<file path="src/rtl/pwm_cmt_pkg.sv">
package pwm_cmt_pkg;

    typedef enum logic {
        MODE_TWO_PHASE   = 1'b0,
        MODE_THREE_PHASE = 1'b1
    } chop_mode_e;

    // conducting pair of a sector: phase index driven high and low
    typedef struct packed {
        logic [1:0] top;
        logic [1:0] bot;
    } leg_pair_t;

    typedef struct packed {
        logic [2:0] hi;
        logic [2:0] lo;
    } gate_set_t;

    function automatic logic sector_valid(input logic [2:0] sec);
        return (sec != 3'd0) && (sec != 3'd7);
    endfunction

    function automatic leg_pair_t pair_of(input logic [2:0] sec);
        leg_pair_t p;
        case (sec)
            3'd1:    p = '{top: 2'd0, bot: 2'd1};
            3'd2:    p = '{top: 2'd0, bot: 2'd2};
            3'd3:    p = '{top: 2'd1, bot: 2'd2};
            3'd4:    p = '{top: 2'd1, bot: 2'd0};
            3'd5:    p = '{top: 2'd2, bot: 2'd0};
            3'd6:    p = '{top: 2'd2, bot: 2'd1};
            default: p = '{top: 2'd0, bot: 2'd0};
        endcase
        return p;
    endfunction

    function automatic logic [2:0] prev_sector(input logic [2:0] sec);
        return (sec == 3'd1) ? 3'd6 : 3'(sec - 3'd1);
    endfunction

    function automatic logic [2:0] phase_bit(input logic [1:0] ph);
        return 3'b001 << ph;
    endfunction

endpackage

</file>
<file path="src/rtl/pwm_period_timer.sv">
module pwm_period_timer
    import pwm_cmt_pkg::*;
#(
    parameter int CNT_W = 14
) (
    input  logic             clk,
    input  logic             rst,
    input  logic [CNT_W-1:0] last_i,
    input  logic [2:0]       sector_i,
    input  logic             comm_i,
    input  logic [CNT_W-1:0] ton_norm_i,
    input  logic [CNT_W-1:0] ton_even_i,
    input  logic [CNT_W-1:0] ton_odd_i,
    output logic [CNT_W-1:0] cnt_o,
    output logic [CNT_W-1:0] last_o,
    output logic [2:0]       sector_o,
    output chop_mode_e       mode_o,
    output logic [CNT_W-1:0] ton_norm_o,
    output logic [CNT_W-1:0] ton_even_o,
    output logic [CNT_W-1:0] ton_odd_o
);

    logic wrap;
    assign wrap = (cnt_o == last_o);

    // last_o resets to zero so the first edge after reset is a boundary
    always_ff @(posedge clk) begin
        if (rst) begin
            cnt_o      <= '0;
            last_o     <= '0;
            sector_o   <= 3'd0;
            mode_o     <= MODE_TWO_PHASE;
            ton_norm_o <= '0;
            ton_even_o <= '0;
            ton_odd_o  <= '0;
        end else if (wrap) begin
            cnt_o      <= '0;
            last_o     <= last_i;
            sector_o   <= sector_i;
            mode_o     <= chop_mode_e'(comm_i);
            ton_norm_o <= ton_norm_i;
            ton_even_o <= ton_even_i;
            ton_odd_o  <= ton_odd_i;
        end else begin
            cnt_o <= cnt_o + 1'b1;
        end
    end

    a_r6_cnt_within_period: assert property (@(posedge clk) disable iff (rst)
        cnt_o <= last_o);

    a_r7_hold_mid_period: assert property (@(posedge clk) disable iff (rst)
        (cnt_o != last_o) |=> ($stable(sector_o) && $stable(mode_o) && $stable(last_o)
                               && $stable(ton_norm_o) && $stable(ton_even_o) && $stable(ton_odd_o)));

endmodule

</file>
<file path="src/rtl/pwm_chop_cmp.sv">
module pwm_chop_cmp
    import pwm_cmt_pkg::*;
#(
    parameter int CNT_W = 14
) (
    input  logic             clk,
    input  logic             rst,
    input  logic [CNT_W-1:0] cnt_i,
    input  logic [CNT_W-1:0] last_i,
    input  logic [2:0]       sector_i,
    input  chop_mode_e       mode_i,
    input  logic [CNT_W-1:0] ton_norm_i,
    input  logic [CNT_W-1:0] ton_even_i,
    input  logic [CNT_W-1:0] ton_odd_i,
    output logic             chop_o,
    output logic             edge_o
);

    localparam int EW = CNT_W + 1;

    logic [CNT_W-1:0] ton_sel;
    logic [EW-1:0]    period_len;
    logic [EW-1:0]    ton_eff;
    logic             chop_q;

    always_comb begin
        if (mode_i == MODE_TWO_PHASE)
            ton_sel = ton_norm_i;
        else if (sector_i[0])
            ton_sel = ton_odd_i;
        else
            ton_sel = ton_even_i;
    end

    assign period_len = {1'b0, last_i} + 1'b1;
    assign ton_eff    = ({1'b0, ton_sel} > period_len) ? period_len : {1'b0, ton_sel};
    assign chop_o     = ({1'b0, cnt_i} < ton_eff);

    always_ff @(posedge clk) begin
        if (rst) begin
            chop_q <= 1'b0;
            edge_o <= 1'b0;
        end else begin
            chop_q <= chop_o;
            edge_o <= chop_o ^ chop_q;
        end
    end

    a_r5_full_on: assert property (@(posedge clk) disable iff (rst)
        (ton_eff == period_len) |-> chop_o);

    a_r5_zero_off: assert property (@(posedge clk) disable iff (rst)
        (ton_sel == '0) |-> !chop_o);

endmodule

</file>
<file path="src/rtl/pwm_gate_map.sv">
module pwm_gate_map
    import pwm_cmt_pkg::*;
(
    input  logic       clk,
    input  logic       rst,
    input  logic [2:0] sector_i,
    input  chop_mode_e mode_i,
    input  logic       chop_i,
    output gate_set_t  gates_o
);

    leg_pair_t cur;
    leg_pair_t prv;
    gate_set_t nxt;

    always_comb begin
        cur = pair_of(sector_i);
        prv = pair_of(prev_sector(sector_i));
        nxt = '0;
        if (sector_valid(sector_i)) begin
            if (mode_i == MODE_TWO_PHASE) begin
                nxt.hi = chop_i ? phase_bit(cur.top) : 3'b000;
                nxt.lo = phase_bit(cur.bot);
            end else if (!sector_i[0]) begin
                // common high side: steady phase and outgoing low side chopped
                nxt.hi = chop_i ? phase_bit(cur.top) : 3'b000;
                nxt.lo = phase_bit(cur.bot) | (chop_i ? phase_bit(prv.bot) : 3'b000);
            end else begin
                // common low side: steady phase and outgoing high side chopped
                nxt.lo = chop_i ? phase_bit(cur.bot) : 3'b000;
                nxt.hi = phase_bit(cur.top) | (chop_i ? phase_bit(prv.top) : 3'b000);
            end
        end
    end

    always_ff @(posedge clk) begin
        if (rst) gates_o <= '0;
        else     gates_o <= nxt;
    end

    a_r9_no_shoot_through: assert property (@(posedge clk) disable iff (rst)
        (gates_o.hi & gates_o.lo) == 3'b000);

endmodule

</file>
<file path="src/rtl/pwm_cmt_gen.sv">
module pwm_cmt_gen
    import pwm_cmt_pkg::*;
#(
    parameter int CNT_W = 14
) (
    input  logic             clk,
    input  logic             rst,
    input  logic [CNT_W-1:0] period_last_i,
    input  logic [2:0]       sector_i,
    input  logic             comm_i,
    input  logic [CNT_W-1:0] ton_norm_i,
    input  logic [CNT_W-1:0] ton_even_i,
    input  logic [CNT_W-1:0] ton_odd_i,
    output logic [2:0]       gate_hi_o,
    output logic [2:0]       gate_lo_o,
    output logic             chop_edge_o
);

    logic [CNT_W-1:0] cnt;
    logic [CNT_W-1:0] last_s;
    logic [2:0]       sector_s;
    chop_mode_e       mode_s;
    logic [CNT_W-1:0] tn_s;
    logic [CNT_W-1:0] te_s;
    logic [CNT_W-1:0] to_s;
    logic             chop;
    gate_set_t        gates;

    pwm_period_timer #(.CNT_W(CNT_W)) u_timer (
        .clk        (clk),
        .rst        (rst),
        .last_i     (period_last_i),
        .sector_i   (sector_i),
        .comm_i     (comm_i),
        .ton_norm_i (ton_norm_i),
        .ton_even_i (ton_even_i),
        .ton_odd_i  (ton_odd_i),
        .cnt_o      (cnt),
        .last_o     (last_s),
        .sector_o   (sector_s),
        .mode_o     (mode_s),
        .ton_norm_o (tn_s),
        .ton_even_o (te_s),
        .ton_odd_o  (to_s)
    );

    pwm_chop_cmp #(.CNT_W(CNT_W)) u_cmp (
        .clk        (clk),
        .rst        (rst),
        .cnt_i      (cnt),
        .last_i     (last_s),
        .sector_i   (sector_s),
        .mode_i     (mode_s),
        .ton_norm_i (tn_s),
        .ton_even_i (te_s),
        .ton_odd_i  (to_s),
        .chop_o     (chop),
        .edge_o     (chop_edge_o)
    );

    pwm_gate_map u_map (
        .clk      (clk),
        .rst      (rst),
        .sector_i (sector_s),
        .mode_i   (mode_s),
        .chop_i   (chop),
        .gates_o  (gates)
    );

    assign gate_hi_o = gates.hi;
    assign gate_lo_o = gates.lo;

    a_r1_reset_quiet: assert property (@(posedge clk)
        rst |=> (gate_hi_o == 3'b000 && gate_lo_o == 3'b000 && !chop_edge_o));

    a_r8_invalid_sector_off: assert property (@(posedge clk) disable iff (rst)
        (sector_s == 3'd0 || sector_s == 3'd7) |=> (gate_hi_o == 3'b000 && gate_lo_o == 3'b000));

endmodule

</file>
<file path="config.mk">
export PLATFORM = sky130hd
export DESIGN_NAME = pwm_cmt_gen
export DESIGN_NICKNAME = d
export VERILOG_FILES = /design/src/rtl/pwm_cmt_pkg.sv /design/src/rtl/pwm_period_timer.sv /design/src/rtl/pwm_chop_cmp.sv /design/src/rtl/pwm_gate_map.sv /design/src/rtl/pwm_cmt_gen.sv
export SDC_FILE = /design/constraint.sdc
export NUM_CORES = 1
export LEC_CHECK = 0
export CAP_MARGIN = 20
export CORE_MARGIN = 3
export CORE_UTILIZATION = 31
export DETAILED_ROUTE_END_ITERATION = 10
export SETUP_SLACK_MARGIN = 0.02
export SLEW_MARGIN = 5
export SYNTH_ARGS = -nofsm -noshare
export SYNTH_HDL_FRONTEND = slang
export SYNTH_HIERARCHICAL = 1
export SYNTH_SLANG_ARGS = --single-unit
</file>
<file path="constraint.sdc">
create_clock -name clk -period 6.45 [get_ports clk]
set_input_delay 0.9675 -clock clk [delete_from_list [all_inputs] [get_ports clk]]
set_output_delay 0.9675 -clock clk [all_outputs]
set_load 0.005 [all_outputs]
</file>
Word-level counts from Yosys, hierarchy flattened
Cells that the tools add are included.
{"block": "totals", "ff_bits": 82, "inputBits": 62, "output_inout_bits": 7, "elab_cells": 54}
{"block": "classes", "addsub": 3, "n_lt_le_gt_ge": 2, "eq_ne": 14, "shift": 4, "muxes": 12, "bitwise_logic": 4, "reduce_logical": 4}
{"op": "$pmux 4 s6", "count": 2}
{"op": "$mux 14", "count": 2}
{"op": "$eq 3x3->1 const B", "count": 6}
{"op": "$add 14x1->15 const B", "count": 1}
{"op": "$gt 14x15->1", "count": 1}
{"op": "$lt 14x15->1", "count": 1}
{"op": "$mux 15", "count": 1}
{"op": "$mux 3", "count": 5}
{"op": "$add 14x1->14 const B", "count": 1}
{"op": "$eq 14x14->1", "count": 1}
{"op": "$eq 3x2->1 const B", "count": 4}
{"op": "$mux 6", "count": 2}
{"op": "$shl 1x2->3 const A", "count": 4}
{"op": "$eq 3x1->1 const B", "count": 2}
{"op": "$or 3x3->3", "count": 2}
{"op": "$reduce_or 2->1", "count": 2}
{"op": "$ne 3x3->1 const B", "count": 1}
{"op": "$reduce_bool 3->1", "count": 1}
{"op": "$sub 3x1->3 const B", "count": 1}
{"op": "$logic_and 1x1->1", "count": 1}
{"op": "$not 1->1", "count": 1}
{"op": "$xor 1x1->1", "count": 1}

Depth between registers and ports, before layout
Gate-level depths: netlist of the first run.
{"block": "depth", "word_depth": 9, "mapped_depth": 24, "ltp_nobuf": 23}

Modules after synthesis
The synthesis of the first run kept the hierarchy.
{"module": "pwm_period_timer", "n_inst": 1, "cells_per_inst": 346, "area_each_um2": 3452.1, "seq_area_each_um2": 1481.4}
{"module": "pwm_chop_cmp", "n_inst": 1, "cells_per_inst": 200, "area_each_um2": 1447.6, "seq_area_each_um2": 40.0}
{"module": "pwm_gate_map", "n_inst": 1, "cells_per_inst": 64, "area_each_um2": 491.7, "seq_area_each_um2": 120.1}

Least setup slack after synthesis of the first run
Ideal clock, no wire load.
{"block": "synth_timing", "kind": "register to register", "start": "register u_timer.sector_o[0]", "end": "register u_map/gates_o[1] (netlist name)", "setup_time_ns": 0.075, "arrival_ns": 5.073, "required_ns": 6.375, "setup_slack_ns": 1.302, "path_stages_with_launch": 23, "path_buffers": 3, "period_less_slack_ns": 5.148, "cell_sequence": "dfxtp_1 > clkbuf_1 > buf_2 > mux2i_1 > a21oi_1 > ha_1 > a21oi_1 > o21ai_0 > a2111o_1 > o211ai_2 > buf_6 > nor2_2 > a21oi_1 > ha_1 > a21oi_1 > o21ai_0 > a2111oi_0 > and2_1 > inv_1 > o21ai_1 > nand2_1 > or4_4 > o22ai_1"}
{"block": "synth_between", "elab_chain_cells": 9, "elab_cells_between_ends": 33, "classes_between": "add/sub: 1; order compare: 2; eq/ne: 13; shift: 2; mux: 10; bitwise: 2; reduce/logical: 3"}
{"element": "from (decl)", "line_no": "pwm_period_timer.sv:16", "rtl": "output logic [2:0] sector_o,"}
{"element": "from (signal assigned)", "line_no": "pwm_period_timer.sv:39", "rtl": "sector_o <= sector_i;"}
{"element": "$mux 14 (*)", "line_no": "pwm_chop_cmp.sv:29", "rtl": "else if (sector_i[0])"}
{"element": "$mux 14 (*)", "line_no": "pwm_chop_cmp.sv:27", "rtl": "if (mode_i == MODE_TWO_PHASE)"}
{"element": "$gt 14x15->1", "line_no": "pwm_chop_cmp.sv:36", "rtl": "assign ton_eff = ({1'b0, ton_sel} > period_len) ? period_len : {1'b0, ton_sel};"}
{"element": "$mux 15 (*)", "line_no": "pwm_chop_cmp.sv:36"}
{"element": "$lt 14x15->1 (*)", "line_no": "pwm_chop_cmp.sv:37", "rtl": "assign chop_o = ({1'b0, cnt_i} < ton_eff);"}
{"element": "via chop", "line_no": "pwm_cmt_gen.sv:26", "rtl": "logic chop;"}
{"element": "$mux 3", "line_no": "pwm_gate_map.sv:27", "rtl": "nxt.lo = phase_bit(cur.bot) | (chop_i ? phase_bit(prv.bot) : 3'b000);"}
{"element": "$or 3x3->3", "line_no": "pwm_gate_map.sv:27"}
{"element": "$mux 6 (*)", "line_no": "pwm_gate_map.sv:24", "rtl": "end else if (!sector_i[0]) begin"}
{"element": "$mux 6 (*)", "line_no": "pwm_gate_map.sv:21", "rtl": "if (mode_i == MODE_TWO_PHASE) begin"}
{"element": "to (signal assigned)", "line_no": "pwm_gate_map.sv:38", "rtl": "else gates_o <= nxt;"}
{"element": "to (decl)", "line_no": "pwm_gate_map.sv:9", "rtl": "output gate_set_t gates_o"}
Mark *: on every way through the listed nets, which the timed path passes. The rest lies on a longest branch.
A chain may end at the register's enable or synchronous reset.

Worst setup path in the final report of the first run
Ends and elaborated chain as after synthesis.

==> reports/metrics.cfg, run 1 <==
[timing]
final_min_period_over_clock_period_pct=90.27
tightestPinTransition_ps=1023
rsz0062_at_grt=no
max_clock_freq_mhz=171.7
worst_clock_skew_ps=5.643
finalHoldViolCount=0
timing.slew.headroom_pct=31.80
setup_total_negative_slack_ps=0
setup_viol=0
period_minus_slack_ps=5823
final_critical_path_setup_slack_ps=627.3
drv_slew=0

[logic_synthesis]
synthesized_area_fraction_occupied_by_adder_cells_pct=7.658
synth_top_family_by_area=simple AND/OR/NAND/NOR gates
synth_flop_cell=sky130_fd_sc_hd__dfxtp_1
synth_area_leader=sky130_fd_sc_hd__dfxtp_1
synth_sequential_area_ratio_pct=30.45
synth-compound-area-share_pct=10.65
post_synthesis_cells=610
netlist_area_mm2=0.005391
simple_gate_share_of_the_synthesized_area_pct=26.36
yosys_warnings=6
synth_edf_count=0
post_synth_mux_area_share_pct=13.74
yosys_register_bits=82
netlist-cell-type-count=55
postSynthNetCount=705
synth_area_leaders=sky130_fd_sc_hd__dfxtp_1 (30%), sky130_fd_sc_hd__nand2b_1 (14%), sky130_fd_sc_hd__mux2i_1 (14%)
proportion_of_netlist_area_held_by_the_largest_area_contributor_pct=30.45
synth-async-reset-ratio_pct=0
avgSynthCellArea_um2=8.838
synthXorXnorAreaFrac_pct=6.312

[global_routing]
grt-ovfl-total=0
grt_pass1_vias=4202
grt_util_overall_pct=14.32
grt_pass1_wl_mm=21.37
initial_antenna_violation_count=0
grt_start_max_net_pins=141

[die]
coreArea_mm2=0.01682
floorplan.initialDensity_pct=32.06
fp-row-count=47
dieHeight_um=137.9
dieArea_mm2=0.01901
top_level_ports=69
die-width_um=137.9

[power]
irDropWorstVdd_uv=456.8
power.leakage_nw=2.264
power_per_cell_area_mw_per_mm2=604.0

[setup_path]
critPathArrivalTime_ps=6090
crit_required_ps=6720
worstSetupEndpointType=register
startpoint_type=register
reg2reg_slack_ps=630
worstPathMaxFanout=14
criticalPathCategory=reg2reg

[placement]
dpl.hpwl_mm=9.830
dpl_worst_slack_ps=636.0
numPortBuffers=68
final_gp_congestion=0.8892

[drt]
pre_repair_dr_iteration_count=4
routed_wire_length_per_instance_um=15.10
vias_per_cell=4.881
wl_mm=13.36
detail-route-antenna-nets=0
wl_met2_mm=6.201
drt_drc_violations_left=0
via_count=4320
number_of_violations_reported_at_the_end_of_detailed_routing_iteration_0=216
wl_met1_mm=6.284
top_layer_used=met4
wl_met3_um=654

[cells_and_area]
drive_above_1_share_pct=5.564
fin_nets=755
insertedDiodeCount=0
syn_to_final_growth_pct=20.05

[outcome]
outcome=completed

[clock_network]
ctsRootBufferMaster=sky130_fd_sc_hd__clkbuf_16
cts_made_buffers=9
path_clk_slew_ps=60
hold_buffers=0
cts_repair_resize_count=0
clock_path_buffers=2
h-tree-depth=3
cts_sinks=82
clkLatencyLatePin_ps=340
cts_tree=yes
cts_setup_buffers=0

[hold_path]
timing.hold.worst.class=reg2reg

[flow_run]
max-cap-violations=0

==> cells in the final DEF (no fill, tap or decap), types with 2 or more instances in the layout <==
master / n
sky130_fd_sc_hd__nand2b_1: 122
sky130_fd_sc_hd__dfxtp_1: 82
sky130_fd_sc_hd__mux2i_1: 74
sky130_fd_sc_hd__clkdlybuf4s50_1: 67
sky130_fd_sc_hd__ha_1: 33
sky130_fd_sc_hd__nor2_1: 30
sky130_fd_sc_hd__a21oi_1: 30
sky130_fd_sc_hd__xnor2_1: 27
sky130_fd_sc_hd__nand2_1: 23
sky130_fd_sc_hd__nor3_1: 21
sky130_fd_sc_hd__o21ai_0: 17
sky130_fd_sc_hd__nand3_1: 13
sky130_fd_sc_hd__nand4_1: 11
sky130_fd_sc_hd__xor2_1: 10
sky130_fd_sc_hd__inv_1: 10
sky130_fd_sc_hd__clkbuf_16: 9
sky130_fd_sc_hd__o21a_1: 7
sky130_fd_sc_hd__buf_4: 6
sky130_fd_sc_hd__nor2_2: 6
sky130_fd_sc_hd__and2_1: 5
sky130_fd_sc_hd__a21oi_2: 4
sky130_fd_sc_hd__o22ai_1: 4
sky130_fd_sc_hd__nor2b_1: 4
sky130_fd_sc_hd__clkbuf_1: 3
sky130_fd_sc_hd__and3_1: 3
sky130_fd_sc_hd__a211oi_1: 3
sky130_fd_sc_hd__o211ai_1: 3
sky130_fd_sc_hd__clkbuf_8: 2
sky130_fd_sc_hd__o211ai_2: 2
sky130_fd_sc_hd__o211a_1: 2
sky130_fd_sc_hd__o2111ai_1: 2
sky130_fd_sc_hd__nor4_1: 2
sky130_fd_sc_hd__a211o_1: 2
sky130_fd_sc_hd__a22o_1: 2
==> critical path: stages (launching register included) <==
cell                        delay [ps]
sky130_fd_sc_hd__dfxtp_1           900
sky130_fd_sc_hd__mux2i_1           310
sky130_fd_sc_hd__a21oi_1           130
sky130_fd_sc_hd__ha_1              370
sky130_fd_sc_hd__a21oi_1           150
sky130_fd_sc_hd__o21ai_0           130
sky130_fd_sc_hd__a2111o_1          480
sky130_fd_sc_hd__o211ai_2          480
sky130_fd_sc_hd__a21oi_1           190
sky130_fd_sc_hd__ha_1              340
sky130_fd_sc_hd__a21oi_1           170
sky130_fd_sc_hd__o21ai_0           120
sky130_fd_sc_hd__a2111oi_0         480
sky130_fd_sc_hd__and2_1            240
sky130_fd_sc_hd__inv_1              50
sky130_fd_sc_hd__o21ai_1           380
sky130_fd_sc_hd__nand2_1           140
sky130_fd_sc_hd__or4_4             510
sky130_fd_sc_hd__o22ai_1           150
==> worst paths after layout <==
kind,startpoint,end,cells after the start
worst max register to register,u_timer/sector_o[0]$_SDFFE_PP0N_,u_map/gates_o[1]$_SDFF_PP0_,18
worst min-delay path,u_timer/ton_odd_o[2]$_SDFFE_PP0N_,u_timer/ton_odd_o[2]$_SDFFE_PP0N_,2
worst min register to register,u_timer/ton_odd_o[2]$_SDFFE_PP0N_,u_timer/ton_odd_o[2]$_SDFFE_PP0N_,2
worst max-delay path,u_timer/sector_o[0]$_SDFFE_PP0N_,u_map/gates_o[1]$_SDFF_PP0_,18
==> report_power, final <==
group	total (mW)	internal (mW)	leakage, nW	switching [mW]
sequential	0.888	0.694	0.668	0.194
combinational	2.50	1.05	1.45	1.45
clock	0.525	0.321	0.147	0.204
total	3.91	2.06	2.26	1.85
==> stage by stage <==
step           utilization (%)  power, mW  instances  instance area (um2)  hold WS, ps
2_1_floorplan                -      2.962        610                 5391        445.1
3_3_place_gp             36.71      3.333        869                 6173        458.4
3_5_place_dp             36.71      3.378        869                 6173        462.9
4_1_cts                  38.48      3.927        885                 6472        477.2
5_1_grt                  38.48      4.258        885                 6472        496.5
6_report                 38.48      3.910        885                 6472        473.2
==> cell families (layout without fill, tap and decap cells) <==
logic type | after synthesis | in the layout
xor+xnor | 38 | 38
fa+ha+maj | 33 | 33
compound gates | 88 | 88
flops | 82 | 82
mux | 74 | 74
buf+inv | 45 | 100
simple gates | 250 | 250
==> layer usage <==
layer | vias to the layer above | track usage [%]
li1 | 2212 | -
met1 | 2009 | 18.26
met2 | 82 | 23.13
met3 | 17 | 4.173
met4 | 0 | 4.940
met5 | - | 0
==> cells in the mapped netlist (all sizes together) (2+ instances only) <==
| master | number |
|---|---|
| nand3 | 13 |
| nor2b | 5 |
| nand2b | 122 |
| xor2 | 10 |
| nor3 | 21 |
| dfxtp | 82 |
| mux2i | 74 |
| buf | 15 |
| and3 | 4 |
| a21oi | 34 |
| nor2 | 36 |
| and2 | 5 |
| clkbuf | 20 |
| nor4 | 3 |
| o2111ai | 2 |
| o21ai | 18 |
| o22ai | 4 |
| a211o | 2 |
| o211a | 2 |
| o21a | 7 |
| nand4 | 11 |
| o211ai | 5 |
| ha | 33 |
| a22o | 2 |
| inv | 10 |
| xnor2 | 28 |
| nand2 | 23 |
| a211oi | 3 |
==> layout make-up <==
class / instances / area [um2]
flip-flops and latches: 82 / 1642
fillers: 1704 / 10350
well taps: 220 / 275.3
clock buffers: 14 / 264.0
inverters: 10 / 37.54
clock inverters: 2 / 35.03
repair buffers: 74 / 720.7
multi-input cells: 483 / 3498
==> registers in the layout, summed over array words and instances, names as in the netlist, 3 cells and up <==
name,count
u_timer/ton_norm_o,14
u_timer/sector_o,3
u_timer/ton_even_o,14
u_map/gates_o,6
u_timer/last_o,14
u_timer/ton_odd_o,14
u_timer/cnt_o,14
Note: power is estimated with default switching activity, not from simulation.
==> inputs of run 2 (changes only) <==
Settings changed: CORE_ASPECT_RATIO set to 0.75.
==> reports/metrics.cfg, run 2 (synthesized netlist as in run 1, its figures left out) <==
[die]
die-width_um=158.3
fp-row-count=41
dieArea_mm2=0.01903
floorplan.initialDensity_pct=31.85
coreArea_mm2=0.01693
top_level_ports=69
dieHeight_um=120.2

[drt]
routed_wire_length_per_instance_um=15.66
drt_drc_violations_left=0
detail-route-antenna-nets=0
pre_repair_dr_iteration_count=5
via_count=4295
number_of_violations_reported_at_the_end_of_detailed_routing_iteration_0=229
vias_per_cell=4.870
wl_mm=13.81

[cells_and_area]
insertedDiodeCount=0
syn_to_final_growth_pct=19.82
layout.cells.most_common_list=sky130_fd_sc_hd__nand2b_1 (122), sky130_fd_sc_hd__dfxtp_1 (82), sky130_fd_sc_hd__mux2i_1 (74)
drive_above_1_share_pct=6.147
fin_nets=757
layout.cells.most_common=sky130_fd_sc_hd__nand2b_1

[timing]
final_critical_path_setup_slack_ps=871.0
timing.slew.headroom_pct=30.78
finalHoldViolCount=0
final_min_period_over_clock_period_pct=86.50
setup_viol=0
setup_total_negative_slack_ps=0
rsz0062_at_grt=no
drv_slew=0
tightestPinTransition_ps=1038
worst_clock_skew_ps=9.650
max_clock_freq_mhz=179.2
period_minus_slack_ps=5579

[power]
power.leakage_nw=2.253
p_switching_mw=1.911
clock_network_power_share_pct=12.3
power_per_cell_area_mw_per_mm2=608.6
irDropWorstVdd_uv=196.8
power.combinational.fraction_pct=64.8
power.share.switching_pct=48.60
sequentialPowerShare_pct=22.8
cellInternalPower_mw=2.021

[clock_network]
path_clk_slew_ps=70
cts_setup_buffers=0
cts_made_buffers=9
hold_buffers=0
cts_repair_resize_count=0
cts_tree=yes
cts_sinks=82
ctsRootBufferMaster=sky130_fd_sc_hd__clkbuf_16
clock_path_buffers=2
clkLatencyLatePin_ps=350
h-tree-depth=3

[global_routing]
grt_pass1_vias=4311
grt_pass1_wl_mm=22.36
grt_util_overall_pct=14.96
grt-ovfl-total=0
grt_start_max_net_pins=141
initial_antenna_violation_count=0

[setup_path]
critPathArrivalTime_ps=5860
crit_required_ps=6730
worstPathMaxFanout=16
startpoint_type=register
worstSetupEndpointType=register
criticalPathCategory=reg2reg

[placement]
final_gp_congestion=0.8412
numPortBuffers=68
dpl_worst_slack_ps=952.4
dpl.hpwl_mm=10.27

[flow_run]
max-cap-violations=0

[hold_path]
timing.hold.worst.class=reg2reg

[outcome]
outcome=completed

[run 2: cell types whose count changed in the layout (fill, tap and decap cells not counted)]
cell,delta
sky130_fd_sc_hd__clkbuf_8,-2
sky130_fd_sc_hd__clkinvlp_4,+3
sky130_fd_sc_hd__clkbuf_1,-2
sky130_fd_sc_hd__bufinv_16,-1
sky130_fd_sc_hd__inv_6,+2
sky130_fd_sc_hd__buf_4,+2
sky130_fd_sc_hd__clkinv_2,-1
sky130_fd_sc_hd__clkinv_4,+1
[run 2: path summary, 6_finish.rpt]
kind | slack [ps] | endpoint | cells after the start | from
min reg2reg | 480 | u_timer/ton_odd_o[1]$_SDFFE_PP0N_ | 2 | u_timer/ton_odd_o[1]$_SDFFE_PP0N_
max reg2reg | 870 | u_map/gates_o[1]$_SDFF_PP0_ | 24 | u_timer/last_o[2]$_SDFFE_PP0N_
max | 870 | u_map/gates_o[1]$_SDFF_PP0_ | 24 | u_timer/last_o[2]$_SDFFE_PP0N_
min | 480 | u_timer/ton_odd_o[1]$_SDFFE_PP0N_ | 2 | u_timer/ton_odd_o[1]$_SDFFE_PP0N_
[run 2: power groups by stage]
stage	clock [mW]	sequential [mW]	combinational [mW]
global route	0.522	0.926	2.82
floorplan	0	0.814	2.15
CTS	0.498	0.899	2.54
global placement	0	0.902	2.48
detailed placement	0	0.907	2.53
finish	0.485	0.898	2.55
[run 2: final cells by class]
cell class              instances  area (um2)
inverters                      10       37.54
fillers                      1714       10470
multi-input cells             483        3498
clock inverters                 6       48.80
clock buffers                  10       229.0
flip-flops and latches         82        1642
repair buffers                 76       735.7
well taps                     215       269.0
[run 2: worst max-delay path, cell delays in order (launching register included)]
cell and delay [ps]:
sky130_fd_sc_hd__dfxtp_1 490, sky130_fd_sc_hd__and3_4 250, sky130_fd_sc_hd__and3_1 180, sky130_fd_sc_hd__and2_1 200
sky130_fd_sc_hd__or3b_1 400, sky130_fd_sc_hd__xor2_1 180, sky130_fd_sc_hd__ha_1 200, sky130_fd_sc_hd__a21o_1 160
sky130_fd_sc_hd__a21oi_1 250, sky130_fd_sc_hd__a31oi_1 130, sky130_fd_sc_hd__o211ai_2 490, sky130_fd_sc_hd__buf_4 330
sky130_fd_sc_hd__nand2_1 80, sky130_fd_sc_hd__o21a_1 120, sky130_fd_sc_hd__ha_1 280, sky130_fd_sc_hd__o21ai_0 200
sky130_fd_sc_hd__o21ai_0 110, sky130_fd_sc_hd__o211ai_1 230, sky130_fd_sc_hd__and2_1 240, sky130_fd_sc_hd__inv_1 50
sky130_fd_sc_hd__o21ai_1 100, sky130_fd_sc_hd__buf_4 150, sky130_fd_sc_hd__nand2_1 70, sky130_fd_sc_hd__or4_4 480
sky130_fd_sc_hd__o22ai_1 150
[run 2: routing by layer]
metal	routed length (um)	vias up	track usage, %
met2	5572	115	21.60
met1	7299	1950	21.83
met5	0	-	0
met4	190	0	3.923
met3	746	16	4.186
li1	-	2214	-
[run 2: stage by stage]
| step | cells | hold WS (ps) | utilization, % | instance area [um2] | total power [mW] |
|---|---|---|---|---|---|
| after CTS | 882 | 479.4 | 38.16 | 6460 | 3.941 |
| after global routing | 882 | 501.0 | 38.16 | 6460 | 4.264 |
| final | 882 | 476.3 | 38.16 | 6460 | 3.932 |
| after detailed placement | 866 | 462.8 | 36.52 | 6182 | 3.436 |
| after global placement | 866 | 458.5 | 36.52 | 6182 | 3.379 |
| after floorplan | 610 | 445.1 | - | 5391 | 2.962 |
